File: config.mk
export PLATFORM = sky130hd
export DESIGN_NAME = isq_sequencer
export DESIGN_NICKNAME = d
export VERILOG_FILES = /design/src/rtl/isq_pkg.sv /design/src/rtl/isq_arbiter.sv /design/src/rtl/isq_enable_flag.sv /design/src/rtl/isq_context.sv /design/src/rtl/isq_redirect.sv /design/src/rtl/isq_sequencer.sv
export SDC_FILE = /design/constraint.sdc
export NUM_CORES = 1
export LEC_CHECK = 0
export BUFFER_PORTS_ARGS = -buffer_cell sky130_fd_sc_hd__buf_4
export CORE_ASPECT_RATIO = 1.1
export CORE_MARGIN = 3
export CORE_UTILIZATION = 50
export DETAILED_ROUTE_END_ITERATION = 8
export PLACE_DENSITY = 0.84
export REMOVE_ABC_BUFFERS = 1
export SETUP_SLACK_MARGIN = 0.4
export SYNTH_ARGS = -nofsm -noshare
export SYNTH_HDL_FRONTEND = slang
export SYNTH_SLANG_ARGS = --single-unit
File: constraint.sdc
create_clock -name clk -period 2.4 [get_ports clk]
set_input_delay 0.48 -clock clk [delete_from_list [all_inputs] [get_ports clk]]
set_output_delay 0.48 -clock clk [all_outputs]
set_load 0.01 [all_outputs]
File: src/rtl/isq_pkg.sv
`timescale 1ns/1ps
package isq_pkg;
  // Decision taken at one instruction boundary, in priority order.
  typedef enum logic [1:0] {
    ISQ_IDLE   = 2'd0,
    ISQ_TAKE   = 2'd1,
    ISQ_RETURN = 2'd2,
    ISQ_FLAGOP = 2'd3
  } isq_act_e;
endpackage

File: src/rtl/isq_arbiter.sv
`timescale 1ns/1ps
module isq_arbiter
  import isq_pkg::*;
(
  input  logic     step,
  input  logic     irq_in,
  input  logic     ie,
  input  logic     op_ei,
  input  logic     op_di,
  input  logic     op_reti,
  output isq_act_e act
);
  // Acceptance pre-empts whatever instruction sits at the boundary.
  always_comb begin
    act = ISQ_IDLE;
    if (step) begin
      if (irq_in && ie)       act = ISQ_TAKE;
      else if (op_reti)       act = ISQ_RETURN;
      else if (op_ei || op_di) act = ISQ_FLAGOP;
    end
  end
endmodule

File: src/rtl/isq_enable_flag.sv
`timescale 1ns/1ps
module isq_enable_flag
  import isq_pkg::*;
(
  input  logic     clk,
  input  logic     rst,
  input  isq_act_e act,
  input  logic     op_ei,
  input  logic     op_di,
  input  logic     reti_en,
  output logic     ie
);
  always_ff @(posedge clk) begin
    if (rst) begin
      ie <= 1'b0;
    end else begin
      case (act)
        ISQ_TAKE:   ie <= 1'b0;
        ISQ_RETURN: ie <= reti_en;
        ISQ_FLAGOP: begin
          if (op_di)      ie <= 1'b0;
          else if (op_ei) ie <= 1'b1;
        end
        default:    ie <= ie;
      endcase
    end
  end

  p_take_clears_r4: assert property (@(posedge clk) disable iff (rst)
    (act == ISQ_TAKE) |=> !ie);
  p_reti_option_r6: assert property (@(posedge clk) disable iff (rst)
    (act == ISQ_RETURN) |=> (ie == $past(reti_en)));
  p_di_wins_r2: assert property (@(posedge clk) disable iff (rst)
    (act == ISQ_FLAGOP && op_di) |=> !ie);
  p_idle_holds_r2: assert property (@(posedge clk) disable iff (rst)
    (act == ISQ_IDLE) |=> $stable(ie));
endmodule

File: src/rtl/isq_context.sv
`timescale 1ns/1ps
module isq_context
  import isq_pkg::*;
#(
  parameter int ADDR_W = 10
) (
  input  logic              clk,
  input  logic              rst,
  input  isq_act_e          act,
  input  logic [ADDR_W-1:0] pc_next,
  input  logic              c_in,
  input  logic              z_in,
  output logic [ADDR_W-1:0] saved_pc,
  output logic              saved_c,
  output logic              saved_z
);
  always_ff @(posedge clk) begin
    if (rst) begin
      saved_pc <= '0;
      saved_c  <= 1'b0;
      saved_z  <= 1'b0;
    end else if (act == ISQ_TAKE) begin
      saved_pc <= pc_next;
      saved_c  <= c_in;
      saved_z  <= z_in;
    end
  end

  p_capture_r7: assert property (@(posedge clk) disable iff (rst)
    (act == ISQ_TAKE) |=> (saved_c == $past(c_in) && saved_z == $past(z_in)
                           && saved_pc == $past(pc_next)));
  p_keep_r5: assert property (@(posedge clk) disable iff (rst)
    (act != ISQ_TAKE) |=> $stable(saved_pc));
endmodule

File: src/rtl/isq_redirect.sv
`timescale 1ns/1ps
module isq_redirect
  import isq_pkg::*;
#(
  parameter int ADDR_W = 10
) (
  input  logic              clk,
  input  logic              rst,
  input  isq_act_e          act,
  input  logic [ADDR_W-1:0] saved_pc,
  input  logic              saved_c,
  input  logic              saved_z,
  output logic              pc_load,
  output logic [ADDR_W-1:0] pc_target,
  output logic              irq_ack,
  output logic              flag_restore,
  output logic              c_out,
  output logic              z_out
);
  localparam logic [ADDR_W-1:0] VECTOR = {ADDR_W{1'b1}};
  localparam logic [ADDR_W-1:0] BOOT   = '0;

  always_ff @(posedge clk) begin
    if (rst) begin
      pc_load      <= 1'b1;
      pc_target    <= BOOT;
      irq_ack      <= 1'b0;
      flag_restore <= 1'b0;
      c_out        <= 1'b0;
      z_out        <= 1'b0;
    end else begin
      pc_load      <= 1'b0;
      irq_ack      <= 1'b0;
      flag_restore <= 1'b0;
      case (act)
        ISQ_TAKE: begin
          pc_load   <= 1'b1;
          pc_target <= VECTOR;
          irq_ack   <= 1'b1;
        end
        ISQ_RETURN: begin
          pc_load      <= 1'b1;
          pc_target    <= saved_pc;
          flag_restore <= 1'b1;
          c_out        <= saved_c;
          z_out        <= saved_z;
        end
        default: ;
      endcase
    end
  end

  p_ack_vector_r3: assert property (@(posedge clk) disable iff (rst)
    irq_ack |-> (pc_load && pc_target == VECTOR));
  p_ack_single_r8: assert property (@(posedge clk) disable iff (rst)
    irq_ack |=> !irq_ack);
  p_restore_loads_r5: assert property (@(posedge clk) disable iff (rst)
    flag_restore |-> (pc_load && !irq_ack));
  p_restore_pulse_r7: assert property (@(posedge clk) disable iff (rst)
    flag_restore |=> !flag_restore || $past(act == ISQ_RETURN));
endmodule

File: src/rtl/isq_sequencer.sv
`timescale 1ns/1ps
module isq_sequencer
  import isq_pkg::*;
#(
  parameter int ADDR_W = 10
) (
  input  logic              clk,
  input  logic              rst,
  input  logic              irq_in,
  input  logic              step,
  input  logic              op_ei,
  input  logic              op_di,
  input  logic              op_reti,
  input  logic              reti_en,
  input  logic [ADDR_W-1:0] pc_next,
  input  logic              c_in,
  input  logic              z_in,
  output logic              pc_load,
  output logic [ADDR_W-1:0] pc_target,
  output logic              irq_ack,
  output logic              flag_restore,
  output logic              c_out,
  output logic              z_out,
  output logic              int_enable
);
  isq_act_e          act;
  logic [ADDR_W-1:0] saved_pc;
  logic              saved_c;
  logic              saved_z;

  isq_arbiter u_arb (
    .step(step), .irq_in(irq_in), .ie(int_enable),
    .op_ei(op_ei), .op_di(op_di), .op_reti(op_reti), .act(act)
  );

  isq_enable_flag u_ie (
    .clk(clk), .rst(rst), .act(act), .op_ei(op_ei), .op_di(op_di),
    .reti_en(reti_en), .ie(int_enable)
  );

  isq_context #(.ADDR_W(ADDR_W)) u_ctx (
    .clk(clk), .rst(rst), .act(act), .pc_next(pc_next), .c_in(c_in),
    .z_in(z_in), .saved_pc(saved_pc), .saved_c(saved_c), .saved_z(saved_z)
  );

  isq_redirect #(.ADDR_W(ADDR_W)) u_redir (
    .clk(clk), .rst(rst), .act(act), .saved_pc(saved_pc), .saved_c(saved_c),
    .saved_z(saved_z), .pc_load(pc_load), .pc_target(pc_target),
    .irq_ack(irq_ack), .flag_restore(flag_restore), .c_out(c_out), .z_out(z_out)
  );

  p_gated_r1: assert property (@(posedge clk) disable iff (rst)
    irq_ack |-> $past(int_enable));
  p_off_boundary_r9: assert property (@(posedge clk) disable iff (rst)
    !step |=> !pc_load);
  p_reset_state_r10: assert property (@(posedge clk)
    rst |=> (pc_load && pc_target == '0 && !irq_ack && !int_enable && !flag_restore));
endmodule

==> metrics.cfg, run 1 <==
[run_status]
outcome = completed

[floorplanning]
die_y_um = 53.02
rows = 16
io_pins = 36
die_area_um2 = 2584
start_util_pct = 54.55
die_w_um = 48.74
core_area_um2 = 1842

[pwr]
vdd_drop_max_v = 0.0005591
p_per_area_nw_per_um2 = 678.4
p_leak_nw = 0.5446

[timing]
timing.final.crit_share_pct = 60.02
finClkSkew_ps = 6.549
relSlewSlack_pct = 68.08
finalCriticalPeriod_ps = 1440
grt_setup_unrepaired = false
finalHoldViolCount = 0
worst_pin_slew_ps = 477.4
tns_ps = 0
setup_violations = 0
fmaxAchievable_mhz = 694.3
final_max_slew_viol_count = 0

[hold_path]
min_to = u_ctx.saved_pc[9]$_SDFFE_PP0P_
min-delay-start = pc_next[9]
hold_path_depth = 3
hold_path_class = in2reg

[layout]
antenna_cells = 0
fillers = 154
drive_gt1_share_pct = 38.97
final_core_util_pct = 71.33
fin_nets = 157
final_common_cell = buf_4
mostFrequentLayoutCells = buf_4 (35), dfxtp_1 (28), nand2_1 (27)
syn_to_final_growth_pct = 30.76

[critical_path]
cp_slowest_cell = dfxtp_1
arrival_ps = 960
endpoint_kind = output pin
ff2ff_path_depth = 3
r2r-start = u_ie.ie$_SDFFE_PP0P_
cp.buffers_inverters = 1
cp.required_ps = 1920
rrSetupSlack_ps = 1030
crit_chain = buf_4
r2r-end = u_redir.pc_target[2]$_SDFFE_PP0P_
start_kind = flop
cp_max_fo = 7
path_class = reg2out
cp_slowest_stage_delay_ps = 480
cp_top_family = flip-flops

[clock_network]
ctsResizeCount = 0
cts-buffers-inserted = 3
cts_tree = built
htreeDepth = 1
root_buffer = clkbuf_4
clkTransAtPathRegs_ps = 150
cts_setup_buffers = 0
clk_latency_ps = 310
clk_path_buf_depth = 2
cts_hold_buf = 0
clock_sinks = 28

[route]
viasPerCell = 5.258
wl_um = 2086
drtIter0Drc = 26
final_antenna_net_count = 0
post-route-drc-count = 0
first_pass_iters = 4
num_vias = 857
wire_per_inst_um = 12.80

[synthesis]
syn_inst = 104
yosysSeqAreaShare_pct = 55.79
synth_cell_types = 21
yosys_register_bits = 28
syn-mean-instance-area_um2 = 9.661
syn_area_um2 = 1005
yosysWarnings = 0

[global_routing]
grt_pass1_vias = 824
grt_max_degree = 19
grt_first_pass_wirelength_um = 3560
grt-ovfl-total = 0
groute.usage.overall_pct = 17.40
antenna_found_initial = 0

[flow_run]
max_cap_viol_count = 0

[place]
dp.final_hpwl_um = 1480
portBuffers = 35
gp_congestion = 0.7603

==> layer usage <==
metal,track usage [%],wire (um)
met1,22.92,927
met2,29.64,977
met3,3.380,173
met4,3.791,7
met5,0,0
==> final cells by class <==
type | count | area, um^2 | share of cell area, %
clock buffer | 3 | 22.52 | 1.714
clock inverter | 1 | 30.03 | 2.286
timing repair buffer | 35 | 262.8 | 20.00
tap | 27 | 33.78 | 2.571
multi-input combinational | 68 | 400.4 | 30.48
sequential | 28 | 560.5 | 42.67
inverter | 1 | 3.754 | 0.2857
==> sequential cells by signal (all words and copies together) (netlist names) <==
| register | flops |
|---|---|
| u_ctx.saved_z | 1 |
| u_ctx.saved_pc | 10 |
| u_redir.irq_ack | 1 |
| u_ctx.saved_c | 1 |
| u_ie.ie | 1 |
| u_redir.pc_target | 10 |
| u_redir.z_out | 1 |
| u_redir.c_out | 1 |
| u_redir.pc_load | 1 |
| u_redir.flag_restore | 1 |
==> worst register-to-register path, cell delays in order, from the launching register on <==
cell and delay, ps:
dfxtp_1 400, nand2_2 110, nand3_1 350, o221a_2 420
==> power breakdown <==
part / internal (mW) / switching, mW
clock: 0.169 / 0.130
combinational: 0.0546 / 0.0455
sequential: 0.483 / 0.0102
total: 0.706 / 0.185
==> cells by family (layout without fill, tap and decap cells) <==
family	Yosys count	count (layout)	synth area share, %
AOI/OAI and AO/OA	29	29	22.17
and+or+nand+nor	39	39	17.69
buffers and inverters	8	40	4.357
DFF	28	28	55.79
==> through the flow <==
| step | hold slack, ps | total power, mW | instance area, um^2 | worst slack (ps) | instances |
|---|---|---|---|---|---|
| floorplan | 430.5 | 0.5408 | 964.7 | 1148 | 97 |
| global placement | 442.6 | 0.6010 | 1261 | 844.5 | 159 |
| detailed placement | 448.1 | 0.6035 | 1261 | 817.1 | 159 |
| CTS | 389.0 | 0.8952 | 1314 | 951.6 | 163 |
| global route | 376.5 | 0.9295 | 1314 | 889.8 | 163 |
| finish | 391.0 | 0.8912 | 1314 | 959.6 | 163 |
==> worst max-delay path by stage <==
stage,from,depth (start not counted),endpoint
after floorplan,irq_in,3,u_redir.pc_target[0]$_SDFFE_PP0P_
after global placement,irq_in,4,u_redir.pc_target[0]$_SDFFE_PP0P_
after detailed placement,irq_in,4,u_redir.pc_target[9]$_SDFFE_PP0P_
after CTS,u_ie.ie$_SDFFE_PP0P_,1,int_enable
after global routing,u_ie.ie$_SDFFE_PP0P_,1,int_enable
final,u_ie.ie$_SDFFE_PP0P_,1,int_enable
==> Yosys cell counts <==
library cell  count  share of area, %
nand4_1           3               1.9
buf_2             2               1.0
nand3_1           2               1.0
clkbuf_1          1              0.37
and2_4            1              0.87
inv_1             1              0.37
o221a_2          10                11
a21oi_1          14               7.0
a31oi_1           1              0.62
buf_1             1              0.37
and3_1            1              0.62
nand2_2           1              0.62
o21ai_0           2               1.0
o21ai_4           1               1.6
o31ai_1           1              0.75
nand2_1          27                10
nand3_2           1               1.0
dfxtp_1          28                56
nor4b_1           1              0.87
nor2_1            2              0.75
buf_4             3               2.2
Power figures use the tool's default switching activity.
==> run 2, diff against run 1 <==
--- a/config.mk
+++ b/config.mk
@@ -5,12 +5,13 @@
 export SDC_FILE = /design/constraint.sdc
 export NUM_CORES = 1
 export LEC_CHECK = 0
+export ABC_AREA = 1
 export BUFFER_PORTS_ARGS = -buffer_cell sky130_fd_sc_hd__buf_4
 export CORE_ASPECT_RATIO = 1.1
 export CORE_MARGIN = 3
-export CORE_UTILIZATION = 50
+export CORE_UTILIZATION = 43
 export DETAILED_ROUTE_END_ITERATION = 8
-export PLACE_DENSITY = 0.84
+export PLACE_DENSITY = 0.77
 export REMOVE_ABC_BUFFERS = 1
 export SETUP_SLACK_MARGIN = 0.4
 export SYNTH_ARGS = -nofsm -noshare
==> constraint.sdc (replaced) <==
create_clock -name clk -period 1.23 [get_ports clk]
set_input_delay 0.246 -clock clk [delete_from_list [all_inputs] [get_ports clk]]
set_output_delay 0.246 -clock clk [all_outputs]
set_load 0.01 [all_outputs]
==> run 2 against run 1 <==
Clock power rose by 99%. Highest routed layer unchanged. Sequential power is 100% higher. Cell count is 30% higher.
==> metrics.cfg, run 2 <==
[run_status]
outcome = completed  ; unchanged

[timing]
finalHoldViolCount = 0  ; unchanged
final_max_slew_viol_count = 0  ; unchanged
finClkSkew_ps = 9.287  ; was 6.549 ps
timing.final.crit_share_pct = 89.70
tns_ps = 0  ; unchanged
finalCriticalPeriod_ps = 1103
relSlewSlack_pct = 81.19  ; was 68.08%
hold-worst-slack_ps = 86.57  ; was 391.0 ps
worst_pin_slew_ps = 282.1  ; was 477.4 ps
grt_setup_unrepaired = true  ; was false
fmaxAchievable_mhz = 906.4
setup_violations = 0  ; unchanged

[layout]
antenna_cells = 0  ; unchanged
final_common_cell = buf_4  ; unchanged
instances_no_fill = 212  ; was 163
syn_to_final_growth_pct = 68.32  ; was 30.76%
sequential_cell_area_um2 = 583.1  ; was 560.5 um^2
multi_input_comb_area_um2 = 530.5  ; was 400.4 um^2
fillers = 148  ; was 154
drive_gt1_share_pct = 56.04  ; was 38.97%
fin_nets = 203  ; was 157
reg_top3 = u_ctx.saved_pc x10, u_redir.pc_target x10  ; unchanged
mostFrequentLayoutCells = buf_4 (25), nor2_1 (24), buf_6 (24)  ; was buf_4 (35), dfxtp_1 (28), nand2_1 (27)

[flow_run]
max_cap_viol_count = 0  ; unchanged

[floorplanning]
start_util_pct = 45.49  ; was 54.55%
rows = 18  ; was 16
io_pins = 36  ; unchanged
core_area_um2 = 2275  ; was 1842 um^2
die_area_um2 = 3032  ; was 2584 um^2
die_w_um = 52.77  ; was 48.74 um
die_y_um = 57.45  ; was 53.02 um

[hold_path]
hold_path_depth = 2  ; was 3
hold_path_class = in2reg  ; unchanged

[global_routing]
groute.usage.overall_pct = 17.18  ; was 17.40%
grt-ovfl-total = 0  ; unchanged
grt_pass1_vias = 980  ; was 824
antenna_found_initial = 0  ; unchanged
grt_max_degree = 25  ; was 19
grt_first_pass_wirelength_um = 3981  ; was 3560 um

[pwr]
p_clk_share_pct = 30.1  ; was 33.5%
netSwitchingPower_uw = 478.3  ; was 185.3 uW
p_per_area_nw_per_um2 = 1132  ; was 678.4 nW/um^2
p_leak_nw = 0.7375  ; was 0.5446 nW
internal_power_mw = 1.493  ; was 705.9 uW
combPwrFrac_pct = 19.2  ; was 11.2%
switching_share_pct = 24.27  ; was 20.79%
vdd_drop_max_v = 0.001104  ; was 0.0005591 V
seqPwrFrac_pct = 50.7  ; was 55.3%

[synthesis]
ys.flop_type = dfxtp_1  ; unchanged
syn_area_um2 = 1035  ; was 1005 um^2
synthArstFlopShare_pct = 0  ; unchanged
yosysWarnings = 0  ; unchanged
yosysSeqAreaShare_pct = 54.17  ; was 55.79%
yosys_register_bits = 28  ; unchanged
yosysMostFrequentCell = dfxtp_1  ; unchanged
synth_area_leaders = dfxtp_1 (54%), nor2_1 (9.1%), o21ai_0 (8.2%)  ; was dfxtp_1 (56%), o221a_2 (11%), nand2_1 (10%)
synth_common_cells = dfxtp_1 (28), nor2_1 (25), o21ai_0 (17), inv_1 (15), a21oi_1 (14)  ; was dfxtp_1 (28), nand2_1 (27), a21oi_1 (14), o221a_2 (10)
synth.largest_area_cell = dfxtp_1  ; unchanged
syn_inst = 130  ; was 104
synth-edff-count = 0  ; unchanged
yosys.area.top_type_share_pct = 54.17  ; was 55.79%
synth_cell_types = 16  ; was 21
syn-mean-instance-area_um2 = 7.960  ; was 9.661 um^2

[place]
gp_congestion = 0.7394  ; was 0.7603
dp.final_hpwl_um = 1519  ; was 1480 um
portBuffers = 35  ; unchanged
place_inst = 193  ; was 159

[route]
post-route-drc-count = 0  ; unchanged
viasPerCell = 4.816  ; was 5.258
final_antenna_net_count = 0  ; unchanged
num_vias = 1021  ; was 857
drtIter0Drc = 17  ; was 26
wire_per_inst_um = 12.34  ; was 12.80 um
first_pass_iters = 4  ; unchanged
wl_um = 2617  ; was 2086 um

[clock_network]
root_buffer = clkbuf_4  ; unchanged
clkTransAtPathRegs_ps = 150  ; about the same
cts_hold_buf = 0  ; unchanged
clk_path_buf_depth = 2  ; unchanged
cts-buffers-inserted = 3  ; unchanged
cts_tree = built  ; unchanged
htreeDepth = 1  ; unchanged
clk_latency_ps = 320  ; was 310 ps
clock_sinks = 28  ; unchanged

[critical_path]
arrival_ps = 1330  ; was 960 ps
ff2ff_path_depth = 5  ; was 3
cp.required_ps = 1460  ; was 1920 ps
cp_max_fo = 7  ; unchanged
endpoint_kind = flop  ; was output pin
path_class = reg2reg  ; was reg2out
start_kind = flop  ; unchanged

==> run 2: repair_timing <==
action	in CTS	in global routing
gates resized for setup	75	14
cloned	3	1
pin swaps	8	6
buffers inserted	7	4
endpoints found under the setup margin	44	44
hold endpoints to repair	0	0
==> run 2: worst paths after layout <==
check,from,slack [ps],end
worst max-delay path,u_ie.ie$_SDFFE_PP0P_,130,u_redir.pc_target[5]$_SDFFE_PP0P_
worst min-delay path,rst,90,u_redir.irq_ack$_SDFF_PP0_
worst max register to register,u_ie.ie$_SDFFE_PP0P_,130,u_redir.pc_target[5]$_SDFFE_PP0P_
worst min register to register,u_ctx.saved_pc[5]$_SDFFE_PP0P_,460,u_ctx.saved_pc[5]$_SDFFE_PP0P_
==> run 2: cell type report <==
class / instances / share of cell area (%)
clock buffer: 3 / 1.293
inverter: 16 / 3.448
clock inverter: 1 / 1.724
timing repair buffer: 51 / 27.44
tap: 30 / 2.155
multi-input combinational: 83 / 30.46
sequential: 28 / 33.48
==> run 2: per-stage QoR <==
| step | power [mW] | instance area [um^2] | setup slack (ps) | utilization, % |
|---|---|---|---|---|
| after floorplan | 1.128 | 1006 | -23.93 | - |
| after global placement | 1.258 | 1329 | 85.08 | 58.42 |
| after detailed placement | 1.266 | 1329 | 37.55 | 58.42 |
| after CTS | 1.936 | 1643 | 131.5 | 72.22 |
| after global routing | 2.054 | 1742 | 45.98 | 76.57 |
| final | 1.971 | 1742 | 126.7 | 76.57 |
==> run 2: per-layer routing <==
layer,part of all wire [%],global-route usage (%)
met4,2.3,8.029
met1,41,20.95
met5,0,0
met2,50,28.37
met3,6.8,3.655
==> run 2: cell families after synthesis <==
logic type / count (synthesis) / synth area share (%)
AOI/OAI and AO/OA: 38 / 19.47
DFF: 28 / 54.17
buffers and inverters: 21 / 8.585
and+or+nand+nor: 43 / 17.78
==> run 2: critical path, cell delays in order (launching register included) <==
cell,delay (ps)
dfxtp_4,400
a21oi_4,230
buf_6,150
nand2_8,70
o21ai_1,120
nor2_1,40
==> run 2: power by group through the flow <==
stage	Sequential [mW]	Combinational, mW	Clock (mW)
floorplan	1.02	0.107	0
global placement	1.00	0.255	0
detailed placement	1.01	0.261	0
CTS	0.999	0.341	0.595
global route	1.01	0.415	0.633
finish	0.999	0.379	0.593
